### src/rtl/asrx_pkg.sv
`timescale 1ns/1ps
package asrx_pkg;
    localparam int LANES  = 4;
    localparam int CHANS  = 8;
    localparam int MIN_WL = 16;
    localparam int MAX_WL = 24;
    localparam int SLOT_W = 32;

    typedef enum logic [2:0] {
        FMT_I2S     = 3'd0,
        FMT_LJ      = 3'd1,
        FMT_RJ      = 3'd2,
        FMT_ONELINE = 3'd3,
        FMT_TDM     = 3'd4
    } fmt_e;

    typedef enum logic [1:0] {
        ST_PRIME,
        ST_HUNT,
        ST_RUN
    } fst_e;

    typedef enum logic {
        EM_IDLE,
        EM_DRAIN
    } est_e;

    typedef logic [MAX_WL-1:0] word_t;

    // Copy bit (wl-1) into every position at or above wl.
    function automatic word_t sext_word(word_t raw, logic [4:0] wl);
        word_t r;
        for (int i = 0; i < MAX_WL; i++) begin
            r[i] = (i < int'(wl)) ? raw[i] : raw[wl - 5'd1];
        end
        return r;
    endfunction
endpackage

### src/rtl/asrx_sync.sv
`timescale 1ns/1ps
module asrx_sync #(
    parameter int W      = 6,
    parameter int STAGES = 2
) (
    input  logic         clk,
    input  logic         rst_n,
    input  logic [W-1:0] async_in,
    output logic [W-2:0] data_out,
    output logic         rise0
);
    logic [STAGES-1:0][W-1:0] stage_q;
    logic                     last0_q;

    always_ff @(posedge clk or negedge rst_n) begin
        if (!rst_n) begin
            stage_q <= '0;
            last0_q <= 1'b0;
        end else begin
            stage_q[0] <= async_in;
            for (int i = 1; i < STAGES; i++) begin
                stage_q[i] <= stage_q[i-1];
            end
            last0_q <= stage_q[STAGES-1][0];
        end
    end

    assign rise0    = stage_q[STAGES-1][0] & ~last0_q;
    assign data_out = stage_q[STAGES-1][W-1:1];
endmodule

### src/rtl/asrx_lane.sv
`timescale 1ns/1ps
module asrx_lane
    import asrx_pkg::*;
#(
    parameter int WL_W = 5
) (
    input  logic            clk,
    input  logic            rst_n,
    input  logic            bit_evt,
    input  logic            din,
    input  logic [WL_W-1:0] wl_eff,
    output word_t           held_word,
    output word_t           next_word
);
    word_t shift_q;
    word_t next_raw;

    assign next_raw = {shift_q[MAX_WL-2:0], din};

    always_ff @(posedge clk or negedge rst_n) begin
        if (!rst_n) begin
            shift_q <= '0;
        end else if (bit_evt) begin
            shift_q <= next_raw;
        end
    end

    // Word already in the register (ended on the previous bit).
    assign held_word = sext_word(shift_q, wl_eff);
    // Word that ends with the bit being taken now.
    assign next_word = sext_word(next_raw, wl_eff);
endmodule

### src/rtl/asrx_frame_ctl.sv
`timescale 1ns/1ps
module asrx_frame_ctl
    import asrx_pkg::*;
#(
    parameter int LANES_P   = LANES,
    parameter int SLOT_BITS = SLOT_W,
    parameter int NCHAN     = CHANS,
    parameter int WL_W      = 5
) (
    input  logic                                   clk,
    input  logic                                   rst_n,
    input  logic                                   bit_evt,
    input  logic                                   fclk_s,
    input  logic [2:0]                             fmt_in,
    input  logic [WL_W-1:0]                        wl_eff,
    output logic [LANES_P-1:0]                     done,
    output logic [LANES_P-1:0][$clog2(NCHAN)-1:0]  done_chan,
    output logic                                   use_held
);
    localparam int SLOT_LG  = $clog2(SLOT_BITS);
    localparam int CH_W     = $clog2(NCHAN);
    localparam int CNT_W    = SLOT_LG + CH_W + 1;
    localparam int OL_SLOTS = 6;
    localparam int OL_SIDE  = 2;

    fst_e state_q, state_d;
    fmt_e fmt;
    logic f_prev;
    logic [CNT_W-1:0] half_q, frame_q, half_pos, frame_pos;
    logic f_edge, f_rise, slot_mode, lock_edge;
    logic [CH_W-1:0] slot_idx;
    logic [SLOT_LG-1:0] slot_bit;
    logic in_frame, slot_hit;

    assign fmt = fmt_e'(fmt_in);

    assign f_edge    = (state_q != ST_PRIME) && (fclk_s != f_prev);
    assign f_rise    = f_edge && fclk_s;
    assign slot_mode = (fmt == FMT_ONELINE) || (fmt == FMT_TDM);
    assign lock_edge = slot_mode ? f_rise : f_edge;

    assign half_pos  = f_edge ? '0 : ((&half_q) ? half_q : half_q + 1'b1);
    assign frame_pos = f_rise ? '0 : ((&frame_q) ? frame_q : frame_q + 1'b1);

    assign slot_idx = frame_pos[SLOT_LG +: CH_W];
    assign slot_bit = frame_pos[SLOT_LG-1:0];
    assign in_frame = ~frame_pos[CNT_W-1];
    assign slot_hit = in_frame && (slot_bit == SLOT_LG'(wl_eff - 1'b1));

    // State register
    always_ff @(posedge clk or negedge rst_n) begin
        if (!rst_n) state_q <= ST_PRIME;
        else        state_q <= state_d;
    end

    always_comb begin
        state_d = state_q;
        unique case (state_q)
            ST_PRIME: if (bit_evt) state_d = ST_HUNT;
            ST_HUNT:  if (bit_evt && lock_edge) state_d = ST_RUN;
            ST_RUN:   state_d = ST_RUN;
            default:  state_d = ST_PRIME;
        endcase
    end

    // Bit position trackers
    always_ff @(posedge clk or negedge rst_n) begin
        if (!rst_n) begin
            f_prev  <= 1'b0;
            half_q  <= '1;
            frame_q <= '1;
        end else if (bit_evt) begin
            f_prev  <= fclk_s;
            half_q  <= half_pos;
            frame_q <= frame_pos;
        end
    end

    // Completion decode
    always_comb begin
        done      = '0;
        done_chan = '0;
        use_held  = 1'b0;
        if (state_q == ST_RUN && bit_evt) begin
            unique case (fmt)
                FMT_I2S: begin
                    for (int l = 0; l < LANES_P; l++) begin
                        done[l]      = (half_pos == CNT_W'(wl_eff));
                        done_chan[l] = fclk_s ? CH_W'(l + LANES_P) : CH_W'(l);
                    end
                end
                FMT_LJ: begin
                    for (int l = 0; l < LANES_P; l++) begin
                        done[l]      = (half_pos == CNT_W'(wl_eff - 1'b1));
                        done_chan[l] = fclk_s ? CH_W'(l) : CH_W'(l + LANES_P);
                    end
                end
                FMT_RJ: begin
                    use_held = 1'b1;
                    for (int l = 0; l < LANES_P; l++) begin
                        done[l]      = f_edge;
                        done_chan[l] = f_prev ? CH_W'(l) : CH_W'(l + LANES_P);
                    end
                end
                FMT_TDM: begin
                    done[0]      = slot_hit;
                    done_chan[0] = slot_idx;
                end
                FMT_ONELINE: begin
                    done[0]      = slot_hit && (int'(slot_idx) < OL_SLOTS);
                    done_chan[0] = (int'(slot_idx) < 3) ? slot_idx : slot_idx + 1'b1;
                    done[LANES_P-1]      = slot_hit && (int'(slot_idx) < OL_SIDE);
                    done_chan[LANES_P-1] = (slot_idx == '0) ? CH_W'(LANES_P - 1)
                                                             : CH_W'(NCHAN - 1);
                end
                default: begin
                    done = '0;
                end
            endcase
        end
    end


    tdm_lines_quiet_chk: assert property (@(posedge clk) disable iff (!rst_n)
        (fmt_in == 3'd4) |-> (done[LANES_P-1:1] == '0));


    oneline_mid_quiet_chk: assert property (@(posedge clk) disable iff (!rst_n)
        (fmt_in == 3'd3) |-> (done[2:1] == '0));


    hunt_silent_chk: assert property (@(posedge clk) disable iff (!rst_n)
        (state_q != ST_RUN) |-> (done == '0));


    reserved_silent_chk: assert property (@(posedge clk) disable iff (!rst_n)
        (fmt_in > 3'd4) |-> (done == '0));
endmodule

### src/rtl/asrx_emit.sv
`timescale 1ns/1ps
module asrx_emit
    import asrx_pkg::*;
#(
    parameter int LANES_P = LANES,
    parameter int CH_W    = 3
) (
    input  logic                          clk,
    input  logic                          rst_n,
    input  logic [LANES_P-1:0]            done,
    input  logic [LANES_P-1:0][CH_W-1:0]  done_chan,
    input  logic [LANES_P-1:0][MAX_WL-1:0] done_word,
    output logic                          smp_valid,
    output logic [CH_W-1:0]               smp_chan,
    output logic [MAX_WL-1:0]             smp_data
);
    localparam int PW = (LANES_P > 1) ? $clog2(LANES_P) : 1;

    est_e state_q, state_d;
    logic [LANES_P-1:0] pend_q, pend_d, clr;
    logic [LANES_P-1:0][CH_W-1:0] chan_q;
    logic [LANES_P-1:0][MAX_WL-1:0] word_q;
    logic [PW-1:0] pick;
    logic found;

    always_comb begin
        pick  = '0;
        found = 1'b0;
        for (int i = LANES_P - 1; i >= 0; i--) begin
            if (pend_q[i]) begin
                pick  = PW'(i);
                found = 1'b1;
            end
        end
    end

    assign clr    = (state_q == EM_DRAIN && found) ? (LANES_P'(1) << pick) : '0;
    assign pend_d = (pend_q & ~clr) | done;

    // State register
    always_ff @(posedge clk or negedge rst_n) begin
        if (!rst_n) state_q <= EM_IDLE;
        else        state_q <= state_d;
    end

    always_comb begin
        state_d = state_q;
        unique case (state_q)
            EM_IDLE:  if (|done) state_d = EM_DRAIN;
            EM_DRAIN: if (pend_d == '0) state_d = EM_IDLE;
            default:  state_d = EM_IDLE;
        endcase
    end

    // Word storage
    always_ff @(posedge clk or negedge rst_n) begin
        if (!rst_n) begin
            pend_q <= '0;
            chan_q <= '0;
            word_q <= '0;
        end else begin
            pend_q <= pend_d;
            for (int i = 0; i < LANES_P; i++) begin
                if (done[i]) begin
                    chan_q[i] <= done_chan[i];
                    word_q[i] <= done_word[i];
                end
            end
        end
    end

    // Outputs
    always_ff @(posedge clk or negedge rst_n) begin
        if (!rst_n) begin
            smp_valid <= 1'b0;
            smp_chan  <= '0;
            smp_data  <= '0;
        end else begin
            smp_valid <= (state_q == EM_DRAIN) && found;
            smp_chan  <= chan_q[pick];
            smp_data  <= word_q[pick];
        end
    end


    distinct_chan_chk: assert property (@(posedge clk) disable iff (!rst_n)
        (smp_valid && $past(smp_valid)) |-> (smp_chan != $past(smp_chan)));


    drain_moves_chk: assert property (@(posedge clk) disable iff (!rst_n)
        (state_q == EM_DRAIN && pend_q != '0) |=> smp_valid);
endmodule

### src/rtl/audio_serial_rx.sv
`timescale 1ns/1ps
module audio_serial_rx
    import asrx_pkg::*;
#(
    parameter int LANES_P   = LANES,
    parameter int WL_W      = 5,
    parameter int SLOT_BITS = SLOT_W
) (
    input  logic               mclk,
    input  logic               rst_n,
    input  logic               bclk,
    input  logic               fclk,
    input  logic [LANES_P-1:0] sdata,
    input  logic [2:0]         fmt_sel,
    input  logic [WL_W-1:0]    word_len,
    output logic               smp_valid,
    output logic [2:0]         smp_chan,
    output logic [MAX_WL-1:0]  smp_data
);
    localparam int SYNC_W = LANES_P + 2;
    localparam int CH_W   = $clog2(CHANS);

    logic [SYNC_W-2:0] sync_bits;
    logic bit_evt, fclk_s;
    logic [LANES_P-1:0] sdata_s;
    logic [WL_W-1:0] wl_eff;
    logic [LANES_P-1:0] done;
    logic [LANES_P-1:0][CH_W-1:0] done_chan;
    logic use_held;
    logic [LANES_P-1:0][MAX_WL-1:0] held_w, next_w, sel_w;

    asrx_sync #(.W(SYNC_W), .STAGES(2)) u_sync (
        .clk      (mclk),
        .rst_n    (rst_n),
        .async_in ({sdata, fclk, bclk}),
        .data_out (sync_bits),
        .rise0    (bit_evt)
    );

    assign fclk_s  = sync_bits[0];
    assign sdata_s = sync_bits[SYNC_W-2:1];

    always_comb begin
        if (word_len < WL_W'(MIN_WL))      wl_eff = WL_W'(MIN_WL);
        else if (word_len > WL_W'(MAX_WL)) wl_eff = WL_W'(MAX_WL);
        else                               wl_eff = word_len;
    end

    asrx_frame_ctl #(
        .LANES_P   (LANES_P),
        .SLOT_BITS (SLOT_BITS),
        .NCHAN     (CHANS),
        .WL_W      (WL_W)
    ) u_frame (
        .clk       (mclk),
        .rst_n     (rst_n),
        .bit_evt   (bit_evt),
        .fclk_s    (fclk_s),
        .fmt_in    (fmt_sel),
        .wl_eff    (wl_eff),
        .done      (done),
        .done_chan (done_chan),
        .use_held  (use_held)
    );

    for (genvar g = 0; g < LANES_P; g++) begin : g_lane
        asrx_lane #(.WL_W(WL_W)) u_lane (
            .clk       (mclk),
            .rst_n     (rst_n),
            .bit_evt   (bit_evt),
            .din       (sdata_s[g]),
            .wl_eff    (wl_eff),
            .held_word (held_w[g]),
            .next_word (next_w[g])
        );
        assign sel_w[g] = use_held ? held_w[g] : next_w[g];
    end

    asrx_emit #(.LANES_P(LANES_P), .CH_W(CH_W)) u_emit (
        .clk       (mclk),
        .rst_n     (rst_n),
        .done      (done),
        .done_chan (done_chan),
        .done_word (sel_w),
        .smp_valid (smp_valid),
        .smp_chan  (smp_chan),
        .smp_data  (smp_data)
    );


    sext_out_chk: assert property (@(posedge mclk) disable iff (!rst_n)
        smp_valid |-> (smp_data == sext_word(smp_data, wl_eff)));
endmodule

### config.mk
export PLATFORM = sky130hd
export DESIGN_NAME = audio_serial_rx
export DESIGN_NICKNAME = d
export VERILOG_FILES = /design/src/rtl/asrx_pkg.sv /design/src/rtl/asrx_sync.sv /design/src/rtl/asrx_lane.sv /design/src/rtl/asrx_frame_ctl.sv /design/src/rtl/asrx_emit.sv /design/src/rtl/audio_serial_rx.sv
export SDC_FILE = /design/constraint.sdc
export NUM_CORES = 1
export LEC_CHECK = 0
export BUFFER_PORTS_ARGS = -buffer_cell sky130_fd_sc_hd__buf_2
export CAP_MARGIN = 30
export CORE_MARGIN = 2
export CORE_UTILIZATION = 54
export CTS_BUF_LIST = sky130_fd_sc_hd__clkbuf_8
export DETAILED_ROUTE_END_ITERATION = 16
export GPL_ROUTABILITY_DRIVEN = 0
export HOLD_SLACK_MARGIN = 0.06
export PLACE_DENSITY = 0.81
export SLEW_MARGIN = 20
export SYNTH_ARGS = -nofsm -noshare
export SYNTH_HDL_FRONTEND = slang
export SYNTH_SLANG_ARGS = --single-unit
### constraint.sdc
create_clock -name mclk -period 3.8 [get_ports mclk]
set_input_delay 0.38 -clock mclk [delete_from_list [all_inputs] [get_ports mclk]]
set_output_delay 0.38 -clock mclk [all_outputs]
set_load 0.01 [all_outputs]
=== After elaboration in Yosys (flattened, before gate mapping) ===
Cells that the tools add are included.

* Reductions and logical operators: 18
* Mux-type cells: 262
* Shift-type cells: 1
* Equality and inequality tests: 12
* Add/subtract/negate cells: 5
* Magnitude comparators: 31
* Bitwise operators: 7

{| class="wikitable"
|+ Operators by type and width
! kind !! number
|-
| 1-bit 2-to-1 mux || 209
|-
| 24-bit 2-to-1 mux || 5
|-
| 24-bit binary-select mux with 2-bit select || 1
|-
| 3-bit 2-to-1 mux || 15
|-
| 1-bit binary-select mux with 5-bit select || 8
|-
| 4-bit by 5-bit less-than comparator with 1-bit output (first input constant) || 8
|-
| 5-bit less-than comparator (first input constant) || 8
|-
| 9-bit 2-to-1 mux || 4
|-
| 3-bit by 5-bit less-than comparator with 1-bit output (first input constant) || 4
|-
| 9-bit by 1-bit adder with 9-bit output (second input constant) || 2
|-
| 6-bit one-hot mux with 3 select lines || 1
|-
| 9-bit AND reduction || 2
|-
| 3-bit one-hot mux with 5 select lines || 1
|-
| 12-bit 2-to-1 mux || 1
|-
| 2-bit 2-to-1 mux || 6
|-
| 2-bit one-hot mux with 3 select lines || 2
|-
| 3-bit one-hot mux with 4 select lines || 1
|-
| 1-bit by 5-bit less-than comparator with 1-bit output (first input constant) || 2
|-
| 2-bit by 5-bit less-than comparator with 1-bit output (first input constant) || 2
|-
| 5-bit 2-to-1 mux || 2
|-
| 9-bit by 5-bit equality test with 1-bit output || 1
|-
| 9-bit equality test || 1
|-
| 1-bit logical AND || 8
|-
| 4-bit 2-to-1 mux || 2
|-
| other kinds (34) || 40
|}

* Register bits: 271
* Input port bits: 16
* Logic and storage cells: 360
* Output and inout bits: 28

=== Longest topological paths before layout ===
* Word-level depth: 13
* Depth in mapped cells: 18
* Gate-level depth less buffers: 12

=== Modules after synthesis ===
Synthesis repeated with hierarchy kept, for this count alone.

* Cells, all modules: 1,934
* Area, all modules: 18,599.1 um2

{| class="wikitable"
|+ Modules (own cells, without submodules)
! module !! area an instance (um2) !! cells each !! instances !! seq. area each (um2)
|-
| asrx_lane || 2,257.2 || 277 || 4 || 600.6
|-
| asrx_emit || 5,664.2 || 436 || 1 || 3,528.4
|-
| asrx_frame_ctl || 2,130.8 || 259 || 1 || 548.0
|-
| audio_serial_rx || 1,398.8 || 112 || 1 || 0.0
|-
| asrx_sync || 376.6 || 19 || 1 || 325.3
|}

=== Least setup slack after synthesis ===
No wires, ideal clock.

* Path kind: input to register
* Start: input word_len[4]
* End: register u_emit.word_q[16] in the netlist's numbering
* Data required time: 3,675 ps
* Data arrival time: 3,563 ps
* Library setup time: 125 ps
* Cell stages on the path: 15
* Buffers on the path: 6
* Slack: 112 ps
* Path through: buf_2 -> and3b_1 -> buf_4 -> inv_1 -> clkbuf_1 -> ha_1 -> buf_2 -> buf_1 -> buf_2 -> mux4_2 -> o221ai_1 -> o211ai_1 -> nor3_1 -> a211oi_1 -> mux2_4

* Longest elaborated chain between the ends: 9
* Elaborated cells between the ends (all ways): 21
* Those cells by class: 2 x add/sub; 3 x order compare; 3 x eq/ne; 11 x mux; 2 x reduce/logical

{| class="wikitable"
|+ Ends and longest elaborated chain
! element !! RTL line !! RTL
|-
| from (decl) || audio_serial_rx.sv:15 || <nowiki>input logic [WL_W-1:0] word_len,</nowiki>
|-
| 5-bit > comparator || audio_serial_rx.sv:45 || <nowiki>else if (word_len > WL_W'(MAX_WL)) wl_eff = WL_W'(MAX_WL);</nowiki>
|-
| 5-bit 2-to-1 mux || audio_serial_rx.sv:45 ||
|-
| 5-bit 2-to-1 mux * || audio_serial_rx.sv:44 || <nowiki>if (word_len < WL_W'(MIN_WL)) wl_eff = WL_W'(MIN_WL);</nowiki>
|-
| branches (longest 6 deep; another with 5-bit by 1-bit subtractor with 5-bit output) || n/a ||
|-
| to (signal, indexed assignment) || asrx_emit.sv:66 || <nowiki>word_q[i] <= done_word[i];</nowiki>
|-
| to (decl) || asrx_emit.sv:22 || <nowiki>logic [LANES_P-1:0][MAX_WL-1:0] word_q;</nowiki>
|}

Mark *: on every way between the ends. The select of a mux whose other input is x is not followed.
A chain may end at the register's enable or synchronous reset.

=== Worst setup path in the final report ===
* Start: register u_frame.half_q[0]
* End: register u_emit.word_q[5] in the netlist's numbering

* Longest elaborated chain between the ends: 6
* Elaborated cells between the ends (all ways): 8
* Those cells by class: 1 x add/sub; 2 x eq/ne; 4 x mux; 1 x reduce/logical

{| class="wikitable"
|+ Ends and longest elaborated chain
! element !! RTL line !! RTL
|-
| from (decl) || asrx_frame_ctl.sv:29 || <nowiki>logic [CNT_W-1:0] half_q, frame_q, half_pos, frame_pos;</nowiki>
|-
| from (signal assigned) || asrx_frame_ctl.sv:74 || <nowiki>half_q <= half_pos;</nowiki>
|-
| 9-bit by 1-bit adder with 9-bit output / 9-bit AND reduction (equally long branches) || asrx_frame_ctl.sv:42 || <nowiki>assign half_pos = f_edge ? '0 : ((&half_q) ? half_q : half_q + 1'b1);</nowiki>
|-
| 9-bit 2-to-1 mux * (2 in a row) || asrx_frame_ctl.sv:42 ||
|-
| 9-bit equality test / 9-bit by 5-bit equality test with 1-bit output (equally long branches) || asrx_frame_ctl.sv:94, asrx_frame_ctl.sv:88 ||
|-
| 1-bit one-hot mux with 5 select lines * || asrx_frame_ctl.sv:85 || <nowiki>unique case (fmt)</nowiki>
|-
| 4-bit 2-to-1 mux * || asrx_frame_ctl.sv:84 || <nowiki>if (state_q == ST_RUN && bit_evt) begin</nowiki>
|}

Mark *: on every way between the ends. The rest lies on a longest branch, timed or not.

==> metrics.md <==
| Metric | Value |
|---|---|
| Run status | `finished, final reports clean` |
| Initial core utilization | `a little over half` |
| Routed WL | `between 40 and 50 mm` |
| Die height | `approximately 170 microns` |
| Gr usage total | `28.73%` |
| CTS tree | `done` |
| Reg2reg start | `u_frame.half_q[0]` |
| Slew Limit Fails | `0` |
| Clock Skew | `between 30 and 40 ps` |
| Startpoint types | `flip-flop` |
| Number of flops mapped to enable cells by yosys | `0` |
| Worst-path clk slew | `60 ps` |
| Cell depth of the worst flop-to-flop path | `10` |
| Longest Clk Path Bufs | `3` |
| Tightest Hold Check Type | `input pin to flip-flop` |
| Critical path cell sequence | `ha_2 > and4_2 > a21oi_2 > o41a_1 > a2111oi_2 > nand4_1 > a31oi_2 > nand2b_2 > buf_12 > mux2_2` |
| Number of top-level pins | `44` |
| Flops & latches, synth | `266` |
| Seq/Total Area, Yosys | `between 40% and 50%` |
| H-tree depth | `2` |
| Ys Warns | `0` |
| RR Endpoint | `u_emit.word_q[5]` |
| DR vias/cell | `roughly 6.3` |
| Cell taking the most area after synthesis | `dfrtp_1` |
| First-pass GRT wire length | `approximately 66 mm` |
| # rows | `between 60 and 70` |
| CTS sink cnt | `between 200 and 300` |
| Hold endpoint | `u_emit.chan_q[8]` |
| Ys async rst share | `100.0%` |
| Worst R2R Setup Slack | `220 ps` |
| Tightest slew margin relative to the limit | `40.67%` |
| Routed Antenna Nets | `0` |
| Max cap viols | `0` |
| Remaining global-route overflow | `0` |
| PnR Total Power | `7.585 mW` |
| Synth Cell Area | `approximately 15000 sq um` |
| Diode count | `0` |
| DR WL/cell | `19.65 microns` |
| Maximum vdd ir drop | `approximately 270 uV` |
| Post-synthesis cell type count | `84` |
| P_leak | `7.952 nW` |
| Port bufs | `43` |
| Pwr dens | `455.3 nW/um^2` |
| Synth top area cells | `dfrtp_1 (41%), nand2_1 (13%), mux2i_1 (6.5%)` |
| DR DRC count | `0` |
| Critical Path RT | `roughly 4200 ps` |
| Final min period | `approximately 3600 ps` |
| RSZ-0062 raised after global routing | `no` |
| Detailed-router iteration count before antenna repair | `6` |
| Mapped Cells | `between 1500 and 2000` |
| CP endpoint kind | `flip-flop` |
| Largest net degree at the start of global routing | `approximately 110` |
| Post-DP HPWL | `28.33 mm` |
| Core area | `roughly 28000 sq um` |
| Max frequency | `between 0.2 and 0.3 GHz` |
| Final core utilization | `60.30%` |
| Die Wd | `170.8 microns` |
| Final setup viols | `0` |
| Worst path max stage delay | `a little over 600 ps` |
| CP Class | `flip-flop to flip-flop` |
| WP data arrival | `approximately 4000 ps` |
| Syn Area/Cell | `around 8.9 sq um` |
| Initial DRC count | `between 1500 and 2000` |
| Most common cell in the synthesized netlist | `nand2_1` |
| Initial antenna violation count | `0` |
| Final Hold Viols | `0` |
| Top cells by count, synth | `nand2_1 (509), dfrtp_1 (248), o21ai_0 (149)` |
| Fraction of layout cells with a size suffix above 1 | `between 10% and 20%` |
| Top cell type's share of synthesized area | `between 40% and 50%` |
| Number of global-route vias before repair | `12290` |
| CTS buffer count | `44` |
| Root Driver | `clkbuf_8` |
| Hold_ws | `around 300 ps` |
| Clock latency on the worst-skew pair | `around 580 ps` |
| Top FF cell, synth | `dfrtp_1` |
| Syn-to-layout area delta | `10.86%` |
| Worst-Margin Slew | `slightly below 900 ps` |
| Critical Path Slowest Stage Cell | `dfstp_2` |
| Worst hold path depth | `4` |
| Syn Nets | `around 1700` |
| Final critical-path share of the clock period | `a little over nine tenths` |
| Critical path peak fanout | `28` |
| HP Start | `fmt_sel[2]` |
| Setup_tns | `0 ps` |
| DR vias | `around 13000` |
| Die area | `29180 sq um` |
| Total Nets Final | `1740` |
cell type report:
cell class	count	area (sq um)
clock buffers	54	743.2
flip-flops and latches	266	6679
repair buffers	97	759.5
well taps	378	473.0
clock inverters	23	193.9
inverters	20	75.07
multi-input cells	1286	7736
fillers	2252	10970
state kept, by name, summed over array words and instances, names as in the netlist, 2 cells and up:
signal                 flops
u_frame.frame_q            9
u_emit.chan_q              7
u_emit.word_q             96
u_frame.state_q            2
u_emit.smp_data           24
g_lane.u_lane.shift_q     96
u_emit.smp_chan            3
u_emit.pend_q              4
u_sync.data_out            5
u_sync.stage_q             7
u_frame.half_q             9
through the flow:
step	instance area [sq um]	std cells	setup WS, ps
after CTS	16600	2121	34.91
after global placement	15570	2036	104.1
after floorplan	15030	1698	111.9
after global routing	16660	2124	47.72
after detailed placement	15600	2037	51.72
final	16660	2124	223.3
metal layers:
| metal | global-route usage (%) | part of all wire, % | routed length (microns) | up-vias |
|---|---|---|---|---|
| met5 | 0 | 0 | 0 | - |
| met4 | 12.86 | 4.3 | 1814 | 0 |
| met3 | 6.130 | 10 | 4375 | 152 |
| met2 | 42.88 | 44 | 18470 | 762 |
| met1 | 40.38 | 41 | 17080 | 6366 |
| li1 | - | - | - | 6005 |
worst max-delay path by stage:
| stage | startpoint | to | slack, ps | cells after the start |
|---|---|---|---|---|
| floorplan | word_len[4] | u_emit.word_q[16] | 110 | 15 |
| global placement | word_len[3] | u_emit.word_q[0] | 100 | 13 |
| detailed placement | word_len[4] | u_emit.word_q[54] | 50 | 12 |
| CTS | u_frame.half_q[0] | u_emit.word_q[54] | 30 | 9 |
| global route | u_frame.half_q[0] | u_emit.word_q[3] | 50 | 10 |
| finish | u_frame.half_q[0] | u_emit.word_q[5] | 220 | 10 |
worst max-delay path: cells and delay by family (launching register included):
family	cells	cell delay (ps)
muxes	1	370
adders and majority gates	1	300
DFF	1	620
AOI/OAI and AO/OA	4	1140
and+or+nand+nor	3	730
buffers and inverters	1	230
timing repair:
action | 4_1_cts | 5_1_grt
gates resized for setup | 0 | 3
endpoints found under the setup margin | 0 | 89
endpoints found under the hold margin | 98 | 0
buffers inserted | 0 | 0
hold buffers | 7 | 0
where the power goes:
part / internal [mW] / total [mW] / switching, mW
logic: 0.564 / 1.42 / 0.856
clock network: 1.49 / 2.67 / 1.18
registers: 3.11 / 3.49 / 0.383
layout by cell type (no fill, tap or decap), types with 10 or more instances in the layout:
cell type    n
nor2_1      52
mux2i_1     97
inv_1       30
mux2_4      19
buf_4       37
and3_1      12
nand3_1     38
mux2_1      18
a21oi_1     50
nor3_1      21
nand2b_1    10
dfstp_2     18
a22oi_1     27
nand4_1     11
clkbuf_8    54
o21ai_0    149
a31oi_1     30
nand2_1    509
mux2_2      27
o22ai_1     24
buf_2       43
dfrtp_1    248
cell families (layout without fill, tap and decap cells):
kind of cell,count (synthesis),after routing,synth area share [%]
AND/OR/NAND/NOR,718,718,20.66
AO/OA/AOI/OAI,375,375,15.57
flip-flops,266,266,44.44
multiplexers,170,170,13.08
buffers and inverters,146,194,4.579
XOR/XNOR,14,14,0.9159
adder cells (fa/ha/maj),9,9,0.7493
No activity file was read; power rests on OpenSTA's default activity.
